===== src/rtl/gcc_pkg.sv =====
package gcc_pkg;
  // which side of a leg conducted last before the current gap
  typedef enum logic [1:0] {
    SIDE_NONE = 2'd0,
    SIDE_HI   = 2'd1,
    SIDE_LO   = 2'd2
  } side_e;
endpackage


===== src/rtl/gcc_sync.sv =====
module gcc_sync #(
  parameter int STAGES = 2
) (
  input  logic clk,
  input  logic rst_n,
  input  logic d,
  output logic q
);
  logic [STAGES-1:0] sr;

  // resets to 1: an idle (high) active-low command means off
  always_ff @(posedge clk or negedge rst_n) begin
    if (!rst_n) sr <= '1;
    else        sr <= {sr[STAGES-2:0], d};
  end

  assign q = sr[STAGES-1];
endmodule


===== src/rtl/gcc_filter.sv =====
module gcc_filter #(
  parameter int FILT      = 27,
  parameter int OFF_MIN   = 22,
  parameter int OFF_SPAN  = 40,
  parameter bit HIGH_SIDE = 1'b0
) (
  input  logic clk,
  input  logic rst_n,
  input  logic req,
  output logic acc
);
  localparam int OFF_N  = HIGH_SIDE ? OFF_MIN : FILT;
  localparam int HOLD_N = HIGH_SIDE ? (OFF_SPAN - OFF_MIN) : 0;
  localparam int CMAX   = (FILT > OFF_N) ? FILT : OFF_N;
  localparam int CW     = $clog2(CMAX + 1);

  logic [CW-1:0] cnt;
  logic [CW-1:0] lim;
  logic          acc_q;
  logic          busy;

  // acceptance length depends on the direction of the pending change
  assign lim = acc_q ? CW'(OFF_N - 1) : CW'(FILT - 1);

  always_ff @(posedge clk or negedge rst_n) begin
    if (!rst_n) begin
      acc_q <= 1'b0;
      cnt   <= '0;
    end else if (busy) begin
      cnt <= '0;
    end else if (req == acc_q) begin
      cnt <= '0;
    end else if (cnt == lim) begin
      acc_q <= req;
      cnt   <= '0;
    end else begin
      cnt <= cnt + 1'b1;
    end
  end

  assign acc = acc_q;

  generate
    if (HOLD_N > 0) begin : g_hold
      localparam int HW = $clog2(HOLD_N + 1);
      logic [HW-1:0] hold;
      logic          take_off;

      assign take_off = acc_q & ~req & (cnt == lim) & ~busy;

      always_ff @(posedge clk or negedge rst_n) begin
        if (!rst_n)           hold <= '0;
        else if (take_off)    hold <= HW'(HOLD_N);
        else if (hold != '0)  hold <= hold - 1'b1;
      end

      assign busy = (hold != '0);


      hold_block_chk: assert property (@(posedge clk) disable iff (!rst_n)
        busy |=> !acc_q);
    end else begin : g_nohold
      assign busy = 1'b0;
    end
  endgenerate


  filt_settle_chk: assert property (@(posedge clk) disable iff (!rst_n)
    (acc_q != $past(acc_q)) |-> ($past(req) == acc_q));
endmodule


===== src/rtl/gcc_leg_guard.sv =====
module gcc_leg_guard
  import gcc_pkg::*;
#(
  parameter int DEAD = 38
) (
  input  logic clk,
  input  logic rst_n,
  input  logic dis,
  input  logic hi_req,
  input  logic lo_req,
  output logic hi_on,
  output logic lo_on
);
  localparam int DW = $clog2(DEAD + 1);

  logic [DW-1:0] gap;
  side_e         last;
  logic          h_q, l_q, h_nx, l_nx;
  logic          want_h, want_l, gap_done;

  // a leg asked to conduct on both sides gets neither
  assign want_h   = hi_req & ~lo_req;
  assign want_l   = lo_req & ~hi_req;
  assign gap_done = (gap == '0);

  assign h_nx = ~dis & want_h & ~l_q & (h_q | gap_done | (last == SIDE_HI));
  assign l_nx = ~dis & want_l & ~h_q & (l_q | gap_done | (last == SIDE_LO));

  always_ff @(posedge clk or negedge rst_n) begin
    if (!rst_n) begin
      h_q  <= 1'b0;
      l_q  <= 1'b0;
      gap  <= '0;
      last <= SIDE_NONE;
    end else begin
      h_q <= h_nx;
      l_q <= l_nx;
      if (dis) begin
        gap  <= DW'(DEAD);
        last <= SIDE_NONE;
      end else if (h_q & ~h_nx) begin
        gap  <= DW'(DEAD - 1);
        last <= SIDE_HI;
      end else if (l_q & ~l_nx) begin
        gap  <= DW'(DEAD - 1);
        last <= SIDE_LO;
      end else if (!gap_done) begin
        gap <= gap - 1'b1;
      end
    end
  end

  assign hi_on = h_q;
  assign lo_on = l_q;


  leg_excl_chk: assert property (@(posedge clk) disable iff (!rst_n)
    !(h_q && l_q));


  force_clear_chk: assert property (@(posedge clk) disable iff (!rst_n)
    dis |=> (!h_q && !l_q));


  lo_after_hi_chk: assert property (@(posedge clk) disable iff (!rst_n)
    $rose(l_q) |-> !$past(h_q));


  hi_after_lo_chk: assert property (@(posedge clk) disable iff (!rst_n)
    $rose(h_q) |-> !$past(l_q));
endmodule


===== src/rtl/gate_cmd_conditioner.sv =====
module gate_cmd_conditioner #(
  parameter int NLEG          = 3,
  parameter int SYNC_STAGES   = 2,
  parameter int FILT_CYC      = 27,
  parameter int HOFF_MIN_CYC  = 22,
  parameter int HOFF_SPAN_CYC = 40,
  parameter int DEAD_CYC      = 38
) (
  input  logic            clk,
  input  logic            rst_n,
  input  logic [NLEG-1:0] hi_cmd_n,
  input  logic [NLEG-1:0] lo_cmd_n,
  input  logic            force_off,
  output logic [NLEG-1:0] hi_gate,
  output logic [NLEG-1:0] lo_gate
);
  logic [NLEG-1:0] hi_s_n, lo_s_n, hi_acc, lo_acc;

  // index 0/1/2 = phase U/V/W on every vector
  genvar i;
  generate
    for (i = 0; i < NLEG; i++) begin : g_leg
      gcc_sync #(.STAGES(SYNC_STAGES)) u_hsync (
        .clk(clk), .rst_n(rst_n), .d(hi_cmd_n[i]), .q(hi_s_n[i]));
      gcc_sync #(.STAGES(SYNC_STAGES)) u_lsync (
        .clk(clk), .rst_n(rst_n), .d(lo_cmd_n[i]), .q(lo_s_n[i]));

      gcc_filter #(.FILT(FILT_CYC), .OFF_MIN(HOFF_MIN_CYC),
                   .OFF_SPAN(HOFF_SPAN_CYC), .HIGH_SIDE(1'b1)) u_hfilt (
        .clk(clk), .rst_n(rst_n), .req(~hi_s_n[i]), .acc(hi_acc[i]));
      gcc_filter #(.FILT(FILT_CYC), .OFF_MIN(HOFF_MIN_CYC),
                   .OFF_SPAN(HOFF_SPAN_CYC), .HIGH_SIDE(1'b0)) u_lfilt (
        .clk(clk), .rst_n(rst_n), .req(~lo_s_n[i]), .acc(lo_acc[i]));

      gcc_leg_guard #(.DEAD(DEAD_CYC)) u_guard (
        .clk(clk), .rst_n(rst_n), .dis(force_off),
        .hi_req(hi_acc[i]), .lo_req(lo_acc[i]),
        .hi_on(hi_gate[i]), .lo_on(lo_gate[i]));
    end
  endgenerate
endmodule


===== config.mk =====
export PLATFORM = sky130hd
export DESIGN_NAME = gate_cmd_conditioner
export DESIGN_NICKNAME = d
export VERILOG_FILES = /design/src/rtl/gcc_pkg.sv /design/src/rtl/gcc_sync.sv /design/src/rtl/gcc_filter.sv /design/src/rtl/gcc_leg_guard.sv /design/src/rtl/gate_cmd_conditioner.sv
export SDC_FILE = /design/constraint.sdc
export NUM_CORES = 1
export LEC_CHECK = 0
export BUFFER_PORTS_ARGS = -buffer_cell sky130_fd_sc_hd__buf_2
export CORE_MARGIN = 3
export CORE_UTILIZATION = 55
export DETAILED_ROUTE_END_ITERATION = 10
export PLACE_DENSITY = 0.85
export SLEW_MARGIN = 20
export SYNTH_ARGS = -nofsm -noshare
export SYNTH_HDL_FRONTEND = slang
export SYNTH_SLANG_ARGS = --single-unit

===== constraint.sdc =====
create_clock -name clk -period 1.8 [get_ports clk]
set_input_delay 0.09 -clock clk [delete_from_list [all_inputs] [get_ports clk]]
set_output_delay 0.09 -clock clk [all_outputs]
set_load 0.01 [all_outputs]

# After elaboration in Yosys (flattened, before gate mapping)
# Index checks and enable logic that the tools add are counted.
dict set report word_totals {
  wordCells 214
  reg_bits 93
  out_inout_bits 6
  in_bits 9
}
dict set report op_classes {
  n_bitwise 85
  reduce_logical 18
  n_eq_ne 21
  add_sub_neg 12
  n_mux 45
}
# operator count
set ops {}
lappend ops {{5-bit two-way mux} 21}
lappend ops {{6-bit two-way mux} 12}
lappend ops {{1-bit bitwise AND} 39}
lappend ops {{1-bit inverter} 34}
lappend ops {{5-bit by 1-bit adder with 5-bit output (second input constant)} 6}
lappend ops {{6-bit logical NOT} 3}
lappend ops {{2-bit two-way mux} 9}
lappend ops {{6-bit by 1-bit subtractor with 6-bit output (second input constant)} 3}
lappend ops {{5-bit == test} 3}
lappend ops {{5-bit == test (second input constant)} 3}
lappend ops {{5-bit nonzero test} 3}
lappend ops {{5-bit by 1-bit subtractor with 5-bit output (second input constant)} 3}
lappend ops {{4-bit two-way mux} 3}
lappend ops {{4-bit inequality test (second input constant)} 3}
lappend ops {{1-bit OR} 12}
lappend ops {{3-bit AND reduction} 3}
lappend ops {{3-bit nonzero test} 3}
lappend ops {{1-bit == test} 6}
lappend ops {{2-bit by 1-bit == test with 1-bit output (second input constant)} 3}
lappend ops {{2-bit == test (second input constant)} 3}
lappend ops {{2-bit AND reduction} 3}
lappend ops {{2-bit nonzero test} 3}

# Longest topological paths before layout
dict set report depth {
  word_depth 10
  mapped_depth 7
  mapped_depth_nobuf 6
}

# By module
# A second synthesis with hierarchy kept.
dict set report unflattened {
  cells_unflattened 408
  hier_area_um2 4478.0
}
# mod cells_each n_inst area_per_inst_um2 seq_area_each_um2
set by_module_without_submodules {}
lappend by_module_without_submodules {{gcc_filter at g_leg[0].u_hfilt ...} 53 3 564.3 275.3}
lappend by_module_without_submodules {gcc_leg_guard 54 3 530.5 250.2}
lappend by_module_without_submodules {{gcc_filter at g_leg[0].u_lfilt ...} 23 3 285.3 150.1}
lappend by_module_without_submodules {gcc_sync 2 6 52.6 52.6}
lappend by_module_without_submodules {gate_cmd_conditioner 6 1 22.5 0.0}

# Worst setup path before layout
# Ideal clock, no wire load.
dict set report synth_path {
  path_type {register -> register}
  startpoint {register g_leg[2].u_hfilt.g_hold.hold[0]}
  endpoint {register g_leg[2].u_hfilt.cnt[2]}
  required_time_ns 1.728
  path_buffers 1
  arrival_ns 1.589
  stages_incl_launch_ff 7
  setup_slack_ns 0.139
  setup_ns 0.072
  period_less_slack_ns 1.661
  path_cell_list {dfrtp_1 inv_1 ha_1 or4b_1 clkbuf_2 a211o_1 nor2_1}
}
dict set report synth_between {
  elab_chain_len 2
}
# element line
set synth_rtl {}
lappend synth_rtl {{start, declared} gcc_filter.sv:46} ;# logic [HW-1:0] hold;
lappend synth_rtl {{start signal, assigned} gcc_filter.sv:53} ;# else if (take_off) hold <= HW'(HOLD_N);
lappend synth_rtl {{start signal, assigned} gcc_filter.sv:54} ;# else if (hold != '0) hold <= hold - 1'b1;
lappend synth_rtl {{5-bit nonzero test} gcc_filter.sv:57} ;# assign busy = (hold != '0);
lappend synth_rtl {{5-bit two-way mux} gcc_filter.sv:29} ;# end else if (busy) begin
lappend synth_rtl {{end signal, assigned} gcc_filter.sv:37} ;# cnt <= cnt + 1'b1;
lappend synth_rtl {{end, declared} gcc_filter.sv:17} ;# logic [CW-1:0] cnt;
# Every way passes these cells.
# A chain may end at the register's enable or synchronous reset.

# Worst setup path after layout
dict set report layout_path {
  startpoint {register g_leg[0].u_hfilt.g_hold.hold[1]}
  endpoint {register g_leg[0].u_hfilt.g_hold.hold[1]}
}
dict set report layout_between {
  elab_chain_len 4
  word_cells_on_any_way 7
  cone_classes {add/sub (1); mux (2); bitwise (2); reduce/logical (2)}
}
# element line
set layout_rtl {}
lappend layout_rtl {{start, declared} gcc_filter.sv:46}
lappend layout_rtl {{start signal, assigned} gcc_filter.sv:53}
lappend layout_rtl {{start signal, assigned} gcc_filter.sv:54}
lappend layout_rtl {{branches (longest 4 deep; another with 5-bit by 1-bit subtractor with 5-bit output)} n/a}
# Several ways; the timed one is not identified. The select of a mux whose other input is x is not followed.

==> impl_metrics.json <==
{
  "power.total_uw": 3880,
  "skew_ns": 0.00699,
  "numCtsBuffers": 9,
  "holdWs_ns": 0.182,
  "via_per_inst": 5.47,
  "area_growth_pct": 10.8,
  "clk_pin_slew_ns": 0.08,
  "synth-seq-cells": 93,
  "clockBufferDepth": 2,
  "seq_area_frac_synth": 0.526,
  "fin_ws_ns": 0.0465,
  "grt.total_usage": 0.178,
  "hpwl_mm": 5.27,
  "grt_max_degree": 40,
  "status": "finished, final reports clean",
  "instances_no_fill": 552,
  "die_area_sq_um": 9210,
  "endpoint_kind": "flop",
  "htreeDepth": 3,
  "antenna_found_initial": 0,
  "power_per_cell_area_nw_per_um2": 786,
  "cts-root-buf": "clkbuf_8",
  "crit_arrival_ns": 2.01,
  "hold_violations": 0,
  "cp_max_fo": 6,
  "io_buffers": 14,
  "nNetsFinal": 475,
  "grt-ovfl-total": 0,
  "netlist.area_leader.share": 0.455,
  "drc": 0,
  "start_kind": "flop",
  "synthFlopType": "dfrtp_1",
  "clock_sinks": 93,
  "tritoncts": "done",
  "post-route-util": 0.632,
  "crit_start": "g_leg[0].u_hfilt.g_hold.hold[1]$_DFFE_PN0P_",
  "async_reset_ff_frac": 1.00,
  "fmax_mhz": 570,
  "path_class": "reg2reg",
  "power.leakage_uw": 0.00220,
  "num_rows": 32,
  "relSlewSlack": 0.640,
  "place_congestion": 0.842,
  "drt-total-wl_mm": 7.60,
  "yosys_warnings": 0,
  "required_ns": 2.06,
  "layout_commonest_cell": "dfrtp_1",
  "initial_utilization": 0.570,
  "diodes": 0,
  "ios": 15,
  "synth.area.top_cells": "dfrtp_1 (46%), dfstp_2 (7.1%), ha_1 (5.9%), nor2_1 (3.6%), a21oi_1 (3.1%)",
  "dpl.cell_count": 529,
  "mostFrequentLayoutCells": "dfrtp_1 (81), nor2_1 (41), nand2_1 (28), a21oi_1 (28), inv_1 (24)",
  "syn_nets": 453,
  "grt_setup_unrepaired": "yes",
  "yosys.area.top_type": "dfrtp_1",
  "via_count": 3022,
  "drive_above_1_share": 0.156,
  "hp-class": "in2reg",
  "min_from": "force_off",
  "grt_pass1_vias": 2995,
  "avgSynthCellArea_sq_um": 10.5,
  "drt_iter0_drc": 193,
  "wl_per_cell_microns": 13.8,
  "syn_inst": 423,
  "fp.dieW_microns": 96.0,
  "die_h_microns": 96.0,
  "place_ws_ns": -0.0632,
  "grt_pass1_wl_mm": 13.0,
  "fp.coreArea_sq_um": 7810,
  "period_minus_slack_ns": 1.75,
  "insertion_delay_ns": 0.34,
  "synth-edff-count": 0,
  "cap_violations": 0,
  "ys_types": 47,
  "first_pass_iters": 4,
  "irDropWorstVdd_v": 0.000638,
  "worstMarginPinSlew_ns": 0.539,
  "ant_nets": 0,
  "slew_violations": 0,
  "syn_area_sq_um": 4450,
  "finalSetupViolCount": 0,
  "min_period_over_period": 0.974,
  "reg2reg_from": "g_leg[0].u_hfilt.g_hold.hold[1]$_DFFE_PN0P_"
}
critical path: stages (launching register included):
cell     delay [ns]
dfrtp_1        0.39
inv_1          0.09
ha_1           0.20
or4b_4         0.55
a31oi_4        0.21
mux2i_1        0.24
cell families after synthesis:
group	after synthesis	synth area share
multiplexers	13	0.0298
XOR/XNOR	30	0.0590
AND/OR/NAND/NOR	149	0.175
adder cells (fa/ha/maj)	21	0.0590
flip-flops	93	0.526
AO/OA/AOI/OAI	79	0.114
buffers and inverters	38	0.0377
Yosys cell counts (5+ instances only):
cell	instances
nor3_1	7
buf_4	6
ha_1	21
o21ai_0	10
nand3_1	22
clkbuf_1	6
inv_1	24
nand4b_1	5
a31oi_1	5
dfrtp_1	81
xnor2_1	14
or3b_2	7
nand2b_1	15
nand2_1	28
nor2_1	43
dfstp_2	12
xor2_1	16
a21oi_1	28
o22ai_1	7
mux2i_1	11
cell type report:
cell class | count | area (sq um)
timing repair buffer | 25 | 185
multi-input combinational | 292 | 2000
sequential | 93 | 2340
clock inverter | 7 | 66.3
inverter | 24 | 90.1
fill | 599 | 2870
tap | 102 | 128
clock buffer | 9 | 124
power breakdown:
group	switching, uW	internal (uW)	total [uW]	leakage (uW)
sequential	79.4	2180	2260	0.00120
clock	691	634	1330	0.0000987
combinational	164	133	296	0.000903
stage by stage:
step           setup TNS [ns]  cell area (sq um)
2_1_floorplan               0               4450
6_report                    0               4930
3_3_place_gp                0               4620
3_5_place_dp           -0.107               4620
4_1_cts                     0               4890
5_1_grt               -0.0313               4930
layer usage:
layer	vias up	track usage	wire length (microns)
li1	1509	-	-
met1	1466	0.229	3530
met2	39	0.309	3810
met3	8	0.0391	193
met4	0	0.0438	69
met5	-	0	0
sequential cells by signal, indices dropped and copies added, names as in the netlist:
name                       count
g_leg.u_guard.gap             18
g_leg.u_hfilt.cnt             15
g_leg.u_hfilt.g_hold.hold     15
g_leg.u_lfilt.cnt             15
g_leg.u_guard.last             6
g_leg.u_hsync.sr               6
g_leg.u_lsync.sr               6
g_leg.u_guard.hi_on            3
g_leg.u_guard.lo_on            3
g_leg.u_hfilt.acc              3
g_leg.u_lfilt.acc              3
worst paths after layout:
kind / endpoint / slack (ns) / cells after the start
max: g_leg[0].u_hfilt.g_hold.hold[1]$_DFFE_PN0P_ / 0.05 / 5
min: g_leg[2].u_guard.last[1]$_DFFE_PN0P_ / 0.18 / 2
min reg2reg: g_leg[0].u_hsync.sr[1]$_DFF_PN1_ / 0.36 / 0
max in group asynchronous: g_leg[0].u_lsync.sr[1]$_DFF_PN1_ / 0.88 / 3
min in group asynchronous: g_leg[0].u_guard.gap[3]$_DFFE_PN0P_ / 0.23 / 2
max reg2reg: g_leg[0].u_hfilt.g_hold.hold[1]$_DFFE_PN0P_ / 0.05 / 5
repair_timing:
action | 4_1_cts | 5_1_grt
endpoints found under the hold margin | 37 | 0
setup endpoints to repair | 5 | 17
pin swaps | 0 | 1
hold buffers | 7 | 0
buffers inserted | 0 | 0
resized for setup | 3 | 8
Power figures use the tool's default switching activity.
